--- config.mk ---
export PLATFORM = sky130hd
export DESIGN_NAME = adc_seq_ctrl
export DESIGN_NICKNAME = d
export VERILOG_FILES = /design/src/rtl/adc_seq_pkg.sv /design/src/rtl/adc_seq_cfg.sv /design/src/rtl/adc_seq_fsm.sv /design/src/rtl/adc_seq_results.sv /design/src/rtl/adc_seq_ctrl.sv
export SDC_FILE = /design/constraint.sdc
export NUM_CORES = 1
export LEC_CHECK = 0
export ABC_CLOCK_PERIOD_IN_PS = 3970
export CAP_MARGIN = 10
export CORE_MARGIN = 10
export CORE_UTILIZATION = 50
export CTS_BUF_LIST = sky130_fd_sc_hd__clkbuf_4 sky130_fd_sc_hd__clkbuf_8
export DETAILED_ROUTE_END_ITERATION = 12
export HOLD_SLACK_MARGIN = 0.12
export PLACE_DENSITY = 0.68
export SLEW_MARGIN = 0
export SYNTH_ARGS = -nofsm -noshare
export SYNTH_HDL_FRONTEND = slang
export SYNTH_SLANG_ARGS = --single-unit
--- constraint.sdc ---
create_clock -name clk -period 3.97 [get_ports clk]
set_clock_uncertainty 0.05 [all_clocks]
set_input_delay 0.5955 -clock clk [delete_from_list [all_inputs] [get_ports clk]]
set_output_delay 0.5955 -clock clk [all_outputs]
set_load 0.05 [all_outputs]
--- src/rtl/adc_seq_pkg.sv ---
`timescale 1ns/1ps
package adc_seq_pkg;

  typedef enum logic [1:0] {
    ST_IDLE   = 2'd0,
    ST_SETTLE = 2'd1,
    ST_WAIT   = 2'd2
  } seq_state_t;

  // bit of the control word where the settle count starts
  localparam int SETTLE_LSB = 8;

endpackage

--- src/rtl/adc_seq_cfg.sv ---
`timescale 1ns/1ps
module adc_seq_cfg #(
  parameter int N_SLOTS  = 16,
  parameter int CH_W     = 4,
  parameter int SETTLE_W = 8,
  parameter int CFG_W    = 16,
  localparam int SLOT_W  = $clog2(N_SLOTS),
  localparam int ADDR_W  = $clog2(N_SLOTS + 1)
) (
  input  logic                clk,
  input  logic                rst,
  input  logic                cfg_we,
  input  logic [ADDR_W-1:0]   cfg_addr,
  input  logic [CFG_W-1:0]    cfg_wdata,
  output logic [CH_W-1:0]     slot_ch [N_SLOTS],
  output logic [SLOT_W-1:0]   len_m1,
  output logic                cont,
  output logic [SETTLE_W-1:0] settle
);
  import adc_seq_pkg::*;

  localparam int CONT_BIT = SLOT_W;
  localparam logic [ADDR_W-1:0] CTRL_ADDR = ADDR_W'(N_SLOTS);

  logic ctrl_we;
  assign ctrl_we = cfg_we && (cfg_addr == CTRL_ADDR);

  // one channel register per slot
  for (genvar g = 0; g < N_SLOTS; g++) begin : g_slot
    logic slot_we;
    assign slot_we = cfg_we && (cfg_addr == ADDR_W'(g));
    always_ff @(posedge clk) begin
      if (rst)          slot_ch[g] <= '0;
      else if (slot_we) slot_ch[g] <= cfg_wdata[CH_W-1:0];
    end
  end

  always_ff @(posedge clk) begin
    if (rst) begin
      len_m1 <= '0;
      cont   <= 1'b0;
      settle <= '0;
    end else if (ctrl_we) begin
      len_m1 <= cfg_wdata[SLOT_W-1:0];
      cont   <= cfg_wdata[CONT_BIT];
      settle <= cfg_wdata[SETTLE_LSB +: SETTLE_W];
    end
  end

  AST_CTRL_HOLD: assert property (@(posedge clk) disable iff (rst)
    !$past(ctrl_we) |-> $stable(len_m1)) else $error("length changed without write");

endmodule

--- src/rtl/adc_seq_fsm.sv ---
`timescale 1ns/1ps
module adc_seq_fsm #(
  parameter int N_SLOTS  = 16,
  parameter int CH_W     = 4,
  parameter int DATA_W   = 12,
  parameter int SETTLE_W = 8,
  localparam int SLOT_W  = $clog2(N_SLOTS)
) (
  input  logic                clk,
  input  logic                rst,
  input  logic                start,
  input  logic                conv_done,
  input  logic [DATA_W-1:0]   conv_data,
  input  logic [CH_W-1:0]     slot_ch [N_SLOTS],
  input  logic [SLOT_W-1:0]   len_m1,
  input  logic                cont,
  input  logic [SETTLE_W-1:0] settle,
  output logic                conv_soc,
  output logic [CH_W-1:0]     chan_sel,
  output logic                seq_done,
  output logic                wr_en,
  output logic [SLOT_W-1:0]   wr_addr,
  output logic [DATA_W-1:0]   wr_data
);
  import adc_seq_pkg::*;

  seq_state_t          state;
  logic [SLOT_W-1:0]   slot;
  logic [SLOT_W-1:0]   slot_nxt;
  logic [SETTLE_W-1:0] cnt;
  logic                take;
  logic                last;

  assign slot_nxt = slot + 1'b1;
  assign take     = (state == ST_WAIT) && conv_done;
  assign last     = (slot == len_m1);

  // result write goes straight to the storage in the done cycle
  assign wr_en   = take;
  assign wr_addr = slot;
  assign wr_data = conv_data;

  always_ff @(posedge clk) begin
    if (rst) begin
      state    <= ST_IDLE;
      slot     <= '0;
      cnt      <= '0;
      chan_sel <= '0;
      conv_soc <= 1'b0;
      seq_done <= 1'b0;
    end else begin
      conv_soc <= 1'b0;
      seq_done <= 1'b0;
      unique case (state)
        ST_IDLE: begin
          if (start) begin
            slot     <= '0;
            chan_sel <= slot_ch[0];
            cnt      <= settle;
            state    <= ST_SETTLE;
          end
        end
        ST_SETTLE: begin
          if (cnt == '0) begin
            conv_soc <= 1'b1;
            state    <= ST_WAIT;
          end else begin
            cnt <= cnt - 1'b1;
          end
        end
        ST_WAIT: begin
          if (conv_done) begin
            if (last) begin
              seq_done <= 1'b1;
              if (cont) begin
                slot     <= '0;
                chan_sel <= slot_ch[0];
                cnt      <= settle;
                state    <= ST_SETTLE;
              end else begin
                state <= ST_IDLE;
              end
            end else begin
              slot     <= slot_nxt;
              chan_sel <= slot_ch[slot_nxt];
              cnt      <= settle;
              state    <= ST_SETTLE;
            end
          end
        end
        default: state <= ST_IDLE;
      endcase
    end
  end

  AST_SOC_PULSE: assert property (@(posedge clk) disable iff (rst)
    conv_soc |=> !conv_soc) else $error("start pulse longer than one cycle");
  AST_SOC_CH_STABLE: assert property (@(posedge clk) disable iff (rst)
    conv_soc |-> $stable(chan_sel)) else $error("channel moved at conversion start");
  AST_SOC_NOT_WAITING: assert property (@(posedge clk) disable iff (rst)
    conv_soc |-> !$past(state == ST_WAIT)) else $error("conversion started while waiting");
  AST_DONE_PULSE: assert property (@(posedge clk) disable iff (rst)
    seq_done |=> !seq_done) else $error("sequence done longer than one cycle");
  AST_DONE_CAUSE: assert property (@(posedge clk) disable iff (rst)
    seq_done |-> $past(conv_done)) else $error("sequence done without converter done");
  AST_SLOT_BOUND: assert property (@(posedge clk) disable iff (rst)
    (state != ST_IDLE) |-> (slot <= len_m1)) else $error("slot beyond length");

endmodule

--- src/rtl/adc_seq_results.sv ---
`timescale 1ns/1ps
module adc_seq_results #(
  parameter int N_SLOTS = 16,
  parameter int DATA_W  = 12,
  localparam int SLOT_W = $clog2(N_SLOTS)
) (
  input  logic              clk,
  input  logic              wr_en,
  input  logic [SLOT_W-1:0] wr_addr,
  input  logic [DATA_W-1:0] wr_data,
  input  logic [SLOT_W-1:0] rd_addr,
  output logic [DATA_W-1:0] rd_data
);
  // one write port, one registered read port, no reset: maps to block RAM
  logic [DATA_W-1:0] mem [N_SLOTS];

  always_ff @(posedge clk) begin
    if (wr_en) mem[wr_addr] <= wr_data;
    rd_data <= mem[rd_addr];
  end

endmodule

--- src/rtl/adc_seq_ctrl.sv ---
`timescale 1ns/1ps
module adc_seq_ctrl #(
  parameter int N_SLOTS  = 16,
  parameter int CH_W     = 4,
  parameter int DATA_W   = 12,
  parameter int SETTLE_W = 8,
  parameter int CFG_W    = 16,
  localparam int SLOT_W  = $clog2(N_SLOTS),
  localparam int ADDR_W  = $clog2(N_SLOTS + 1)
) (
  input  logic              clk,
  input  logic              rst,
  input  logic              cfg_we,
  input  logic [ADDR_W-1:0] cfg_addr,
  input  logic [CFG_W-1:0]  cfg_wdata,
  input  logic              start,
  output logic              conv_soc,
  input  logic              conv_done,
  input  logic [DATA_W-1:0] conv_data,
  output logic [CH_W-1:0]   chan_sel,
  input  logic [SLOT_W-1:0] rd_slot,
  output logic [DATA_W-1:0] rd_data,
  output logic              seq_done
);
  logic [CH_W-1:0]     slot_ch [N_SLOTS];
  logic [SLOT_W-1:0]   len_m1;
  logic                cont;
  logic [SETTLE_W-1:0] settle;
  logic                wr_en;
  logic [SLOT_W-1:0]   wr_addr;
  logic [DATA_W-1:0]   wr_data;

  adc_seq_cfg #(
    .N_SLOTS(N_SLOTS), .CH_W(CH_W), .SETTLE_W(SETTLE_W), .CFG_W(CFG_W)
  ) cfg_i (
    .clk(clk), .rst(rst), .cfg_we(cfg_we), .cfg_addr(cfg_addr),
    .cfg_wdata(cfg_wdata), .slot_ch(slot_ch), .len_m1(len_m1),
    .cont(cont), .settle(settle)
  );

  adc_seq_fsm #(
    .N_SLOTS(N_SLOTS), .CH_W(CH_W), .DATA_W(DATA_W), .SETTLE_W(SETTLE_W)
  ) fsm_i (
    .clk(clk), .rst(rst), .start(start), .conv_done(conv_done),
    .conv_data(conv_data), .slot_ch(slot_ch), .len_m1(len_m1),
    .cont(cont), .settle(settle), .conv_soc(conv_soc), .chan_sel(chan_sel),
    .seq_done(seq_done), .wr_en(wr_en), .wr_addr(wr_addr), .wr_data(wr_data)
  );

  adc_seq_results #(
    .N_SLOTS(N_SLOTS), .DATA_W(DATA_W)
  ) res_i (
    .clk(clk), .wr_en(wr_en), .wr_addr(wr_addr), .wr_data(wr_data),
    .rd_addr(rd_slot), .rd_data(rd_data)
  );

  AST_IDLE_AFTER_RESET: assert property (@(posedge clk)
    $past(rst) |-> (!conv_soc && !seq_done)) else $error("activity right after reset");

endmodule

* After elaboration in Yosys (flattened, before gate mapping) *
Memories as Yosys holds them, arrays and structs flattened. A register that Yosys moved wholly into a read port is not among the register bits.
Cells that the tools add are included.

operators by class
  multiplexer cells = 29
  $add $sub $neg = 2
  reductions and logical operators = 28
  magnitude comparators = 1
  bitwise operators = 4
  equal/unequal tests = 24

operators by type and width
  kind                 count
  $eq 5x4->1 const B   8
  $mux 4               10
  $mux 8               5
  $pmux 8 s3           1
  $eq 5x3->1 const B   4
  $logic_and 1x1->1    18
  $bmux 4 s4           1
  $pmux 4 s2           2
  $eq 5x2->1 const B   2
  $logic_not 8->1      1
  $sub 8x1->8 const B  1
  $mux 1               6
  $mux 2               3
  $ne 2x2->1 const B   3
  $pmux 2 s3           1
  $eq 5x1->1 const B   1
  $eq 5x5->1 const B   1
  $ge 5x5->1 const B   1
  $logic_not 5->1      1
  $not 4->5            1
  $reduce_and 5->1     1
  $add 4x1->4 const B  1
  $eq 4x4->1           1
  $reduce_and 4->1     1
  other kinds (11)     13

storage, ports and cells
  logic and storage cells = 114
  output and inout port bits = 18
  input bits = 42
  register bits = 97
  bits in writable memories = 192
  memories = 1

memory list
  name       words  width  read ports  clocked after Yosys merged registers in  write ports  RTL line               text
  res_i.mem  16     12     1           1                                        1            adc_seq_results.sv:15  logic [DATA_W-1:0] mem [N_SLOTS];

* Longest topological paths before layout *
  depth in word-level cells = 8
  depth in mapped cells = 10
  gate-level depth less buffers = 6

* Hierarchy *
From an unflattened synthesis, not the netlist that was laid out.

unflattened totals
  cell total of the unflattened synthesis = 805
  area total of the unflattened synthesis = 12524.5 µm²

modules (own cells, without submodules)
  module           seq. area each (µm²)  cells each  times used  area an instance (µm²)
  adc_seq_results  6005.8                329         1           7599.8
  adc_seq_cfg      1541.5                290         1           3136.8
  adc_seq_fsm      400.4                 186         1           1788.0

* Worst setup path before layout *
No wires, ideal clock.

  path type = register to register
  start = register fsm_i.slot[0] (netlist: fsm_i.wr_addr[0])
  end = register fsm_i.chan_sel[1]
  stages on the path, launching flop included = 11
  library setup time = 133 ps
  data arrival time = 2751 ps
  data required time = 3787 ps
  path slack = 1036 ps
  clock period less this slack = 2934 ps
  cells stage by stage = dfxtp_1 -> buf_2 -> clkbuf_1 -> inv_1 -> ha_1 -> buf_2 -> buf_2 -> mux4_2 -> mux2_2 -> nand2_1 -> a311oi_1

between the ends
  cells in the longest elaborated chain, start to end = 8
  elaborated cells between the ends (all ways) = 11
  classes of those cells = add/sub: 1; eq/ne: 2; mux: 6; bitwise: 1; reduce/logical: 1

ends and longest elaborated chain
  what                                       RTL line           text
  from (decl)                                adc_seq_fsm.sv:28  logic [SLOT_W-1:0] slot;
  from (signal assigned)                     adc_seq_fsm.sv:84  slot <= slot_nxt;
  $add 4x1->4                                adc_seq_fsm.sv:34  assign slot_nxt = slot + 1'b1;
  $not 4->5 (implied by the code)            adc_seq_fsm.sv:85  chan_sel <= slot_ch[slot_nxt];
  $bmux 4 s4                                 adc_seq_fsm.sv:85
  $mux 4 (implied by the code) (2 in a row)  adc_seq_fsm.sv:85
  $mux 4                                     adc_seq_fsm.sv:73  if (last) begin
  $mux 4                                     adc_seq_fsm.sv:72  if (conv_done) begin
  $pmux 4 s2                                 adc_seq_fsm.sv:54  unique case (state)
  to (signal assigned)                       adc_seq_fsm.sv:58  chan_sel <= slot_ch[0];
  to (signal assigned)                       adc_seq_fsm.sv:77  chan_sel <= slot_ch[0];
  to (signal assigned)                       adc_seq_fsm.sv:85
  to (decl)                                  adc_seq_fsm.sv:19  output logic [CH_W-1:0] chan_sel,

Several ways; a longest one is shown, not always the timed one. The select of a mux whose other input is x is not followed.
A chain may end at the register's enable or synchronous reset.

* Worst setup path in the final report *
  start = register fsm_i.slot[1] (netlist: fsm_i.wr_addr[1])
  end = register fsm_i.chan_sel[2]

The elaborated chain is that of the path after synthesis.

==> metrics.md <==
| Metric | Value |
|---|---|
| Total core area | 0.0236 mm2 |
| Layer with the highest usage | met2 |
| Crit path launch type | register |
| DRC | 0 |
| Crit share post-route | 0.729 |
| CTS tree | done |
| Final nets | 918 |
| Worst Path Max Fanout | 11 |
| GR Layer Usage met2 | 0.278 |
| DR vias | 6,929 |
| Filler instances | 1,764 |
| Diode count | 0 |
| Port bufs | 56 |
| CP Cell Sequence | inv_1 -> ha_1 -> mux4_2 -> mux4_2 -> nor3_1 -> nor3_1 |
| Reg2reg path depth | 6 |
| Clock root cell | clkbuf_8 |
| Most frequent cells in the layout | 192 x edfxtp_1, 109 x dfxtp_1, 92 x nor2_1 |
| Post-synth EDFFs | 192 |
| # IOs | 60 |
| Vias in the first global route | 7,376 |
| Largest net degree at the start of global routing | 61 |
| Leak Pwr | 0.00492 uW |
| First-pass GRT wire length | 40,600 um |
| Slew headroom | 0.294 |
| Hold Startpoint | cfg_i.slot_ch[47]$_SDFFE_PP0P_ |
| Hold WC Path Type | reg -> reg |
| Min Clock Period, post-route | 2890 ps |
| Initial antenna violation count | 0 |
| R2R Path Start | fsm_i.wr_addr[1]$_SDFFE_PP0P_ |
| Post-Synth Simple-Gate Area | 0.0797 |
| Clk slew on worst S/H paths | 60 ps |
| Hold path endpoint | cfg_i.slot_ch[47]$_SDFFE_PP0P_ |
| Worst Path Required | 4320 ps |
| Worst R2R End | fsm_i.chan_sel[2]$_SDFFE_PP0P_ |
| Max incr delay on CP | 730 ps |
| Post-Route WL | 25,500 um |
| Worst skew pair latency | 560 ps |
| Post-DP HPWL | 15,900 um |
| Initial Utilization | 0.511 |
| Register-to-Register Setup Slack | 1080 ps |
| Average size of a mapped cell | 15.3 um2 |
| Final WS setup | 1080 ps |
| Status | finished, final reports clean |
| PwrDens | 496 mW/mm2 |
| Final setup viols | 0 |
| Synth Area in Compound Gates | 0.0317 |
| Largest delay share family, worst path | multiplexers |
| Min-Delay Path Depth | 2 |
| RSZ-0062 raised after global routing | false |
| Main flop type after synthesis | edfxtp_1 |
| Layout cells sized above 1 | 0.230 |
| Avg WL per Cell | 20.7 um |
| Worst setup path class | reg -> reg |
| Iteration-0 DRC count of the detailed router | 537 |
| Die width | 175 um |
| Cell row count | 56 |
| H-tree Lvls | 2 |
| Post-cts sizing count | 0 |
| # Max-Cap Violations | 0 |
| Critical-path top delay cell | ha_1 |
| Met3 usage | 0.0339 |
| P&R area growth vs syn | 16.7% |
| Pin slew with the least headroom to its limit | 1060 ps |
| GR Overflow Total | 0 |
| Arr. time, crit path | 3240 ps |
| CP Capture Type | register |
| Routed Antenna Nets | 0 |
| Final RePlAce weighted congestion | 0.786 |
| Post-Place Setup Slack | 990 ps |
| Post-synthesis mux area share | 0.199 |
| Largest family of logic cells by synthesized area | multiplexers |
| Crit path buffers/inverters | 1 |
| Fmax | 0.345 GHz |
| Setup_tns | 0 ps |
| Die Area | 0.0308 mm2 |
| Most common cell after layout, fill and taps aside | edfxtp_1 |
| Clock buffer depth | 3 |
| Area of the mapped netlist | 0.0121 mm2 |
| Adder-cell share of the synthesized area | 0.00622 |
| Clock sinks | 301 |
| Total track usage | 0.166 |
| Ys Warns | 0 |
| Setup Buffers After CTS | 0 |
| Syn Nets | 838 |
| GRT met1 Usage | 0.212 |
| Number of distinct library cells after synthesis | 42 |
| DR vias/cell | 5.64 |
| Ys async rst share | 0 |
| Die Height | 175 um |
| Gate Count Post-Synth | 790 |
| XOR/XNOR Fraction of Synth Area | 0.00435 |
| CTS Hold Bufs | 0 |
| Post-synthesis sequential area ratio | 0.658 |
| Pre-Repair DR Iteration Count | 5 |
| Hold Fails Final Rpt | 0 |
| Slew Limit Fails | 0 |
| Maximum VDD drop | 0.262 mV |
| Num CTS Buffers | 49 |
| Post-synthesis register bit count | 301 |
## cell families (layout without fill, tap and decap cells)
group	count (synthesis)	in the layout
flip-flops	301	301
AND/OR/NAND/NOR	211	211
multiplexers	143	143
AO/OA/AOI/OAI	62	62
buffers and inverters	61	181
adder cells (fa/ha/maj)	6	6
XOR/XNOR	6	6
## worst register-to-register path, delay by kind of cell, from the launching register on
kind,cells,cell delay [ps]
muxes,2,1120
buffers and inverters,1,90
and+or+nand+nor,2,290
DFF,1,450
adders and majority gates,1,730
## worst max-delay path by stage
stage               slack, ps                           from  cells past startpoint                              to
finish                   1080  fsm_i.wr_addr[1]$_SDFFE_PP0P_                      6  fsm_i.chan_sel[2]$_SDFFE_PP0P_
global route              940  fsm_i.wr_addr[1]$_SDFFE_PP0P_                      6  fsm_i.chan_sel[2]$_SDFFE_PP0P_
CTS                      1080  fsm_i.wr_addr[1]$_SDFFE_PP0P_                      6  fsm_i.chan_sel[2]$_SDFFE_PP0P_
detailed placement        990                    cfg_addr[3]                      6    cfg_i.len_m1[3]$_SDFFE_PP0P_
global placement         1070                    cfg_addr[3]                      6    cfg_i.settle[2]$_SDFFE_PP0P_
floorplan                1040  fsm_i.wr_addr[0]$_SDFFE_PP0P_                     10  fsm_i.chan_sel[1]$_SDFFE_PP0P_
## state kept, by name, summed over array words and instances (netlist names)
| signal | count |
|---|---|
| cfg_i.slot_ch | 64 |
| res_i.rd_data | 12 |
| fsm_i.wr_addr | 4 |
| fsm_i.cnt | 8 |
| fsm_i.seq_done | 1 |
| res_i.mem | 192 |
| cfg_i.cont | 1 |
| cfg_i.settle | 8 |
| fsm_i.chan_sel | 4 |
| fsm_i.state | 2 |
| cfg_i.len_m1 | 4 |
| fsm_i.conv_soc | 1 |
## layout make-up
type / count / area (um2) / share of cell area
clock inverters: 11 / 91.3 / 0.00648
inverters: 6 / 22.5 / 0.00160
multi-input cells: 428 / 3900 / 0.276
flip-flops and latches: 301 / 7950 / 0.564
repair buffers: 84 / 768 / 0.0545
well taps: 319 / 399 / 0.0283
clock buffers: 80 / 970 / 0.0688
## power breakdown
| group | internal [uW] | switching (uW) | total, uW |
|---|---|---|---|
| clock network | 1610 | 1190 | 2810 |
| registers | 3400 | 44.1 | 3440 |
| logic | 288 | 461 | 749 |
## metrics by stage
stage | util | std cells | area (um2) | hold slack (ps) | total power (uW)
floorplan | - | 790 | 12100 | 383 | 4030
global placement | 0.552 | 1138 | 13000 | 392 | 4230
detailed placement | 0.552 | 1138 | 13000 | 399 | 4250
CTS | 0.597 | 1229 | 14100 | 408 | 7060
global route | 0.597 | 1229 | 14100 | 429 | 7280
finish | 0.597 | 1229 | 14100 | 409 | 6990
## per-layer routing
layer,share of wire,vias to the layer above,wire (um)
li1,-,3174,-
met1,0.42,3479,10800
met2,0.50,217,12600
met3,0.054,59,1380
met4,0.027,0,681
met5,0,-,0
## synthesized netlist by cell type, types with 3 or more instances
library cell,instances,area [um2]
edfxtp_1,192,5770
dfxtp_1,109,2180
nor2_1,92,345
mux4_2,77,1730
mux2i_1,63,631
nand2_1,44,165
clkbuf_1,39,146
a21oi_1,36,180
nand3_1,27,135
nand2b_1,12,75.1
nor3_1,12,60.1
nor2b_1,9,56.3
buf_2,7,35.0
ha_1,6,75.1
inv_1,6,22.5
o32ai_1,6,52.6
xor2_1,6,52.6
buf_1,5,18.8
o21ai_0,5,25.0
o21a_1,4,30.0
a311oi_1,3,26.3
mux2_2,3,33.8
No activity file was read; power rests on OpenSTA's default activity.
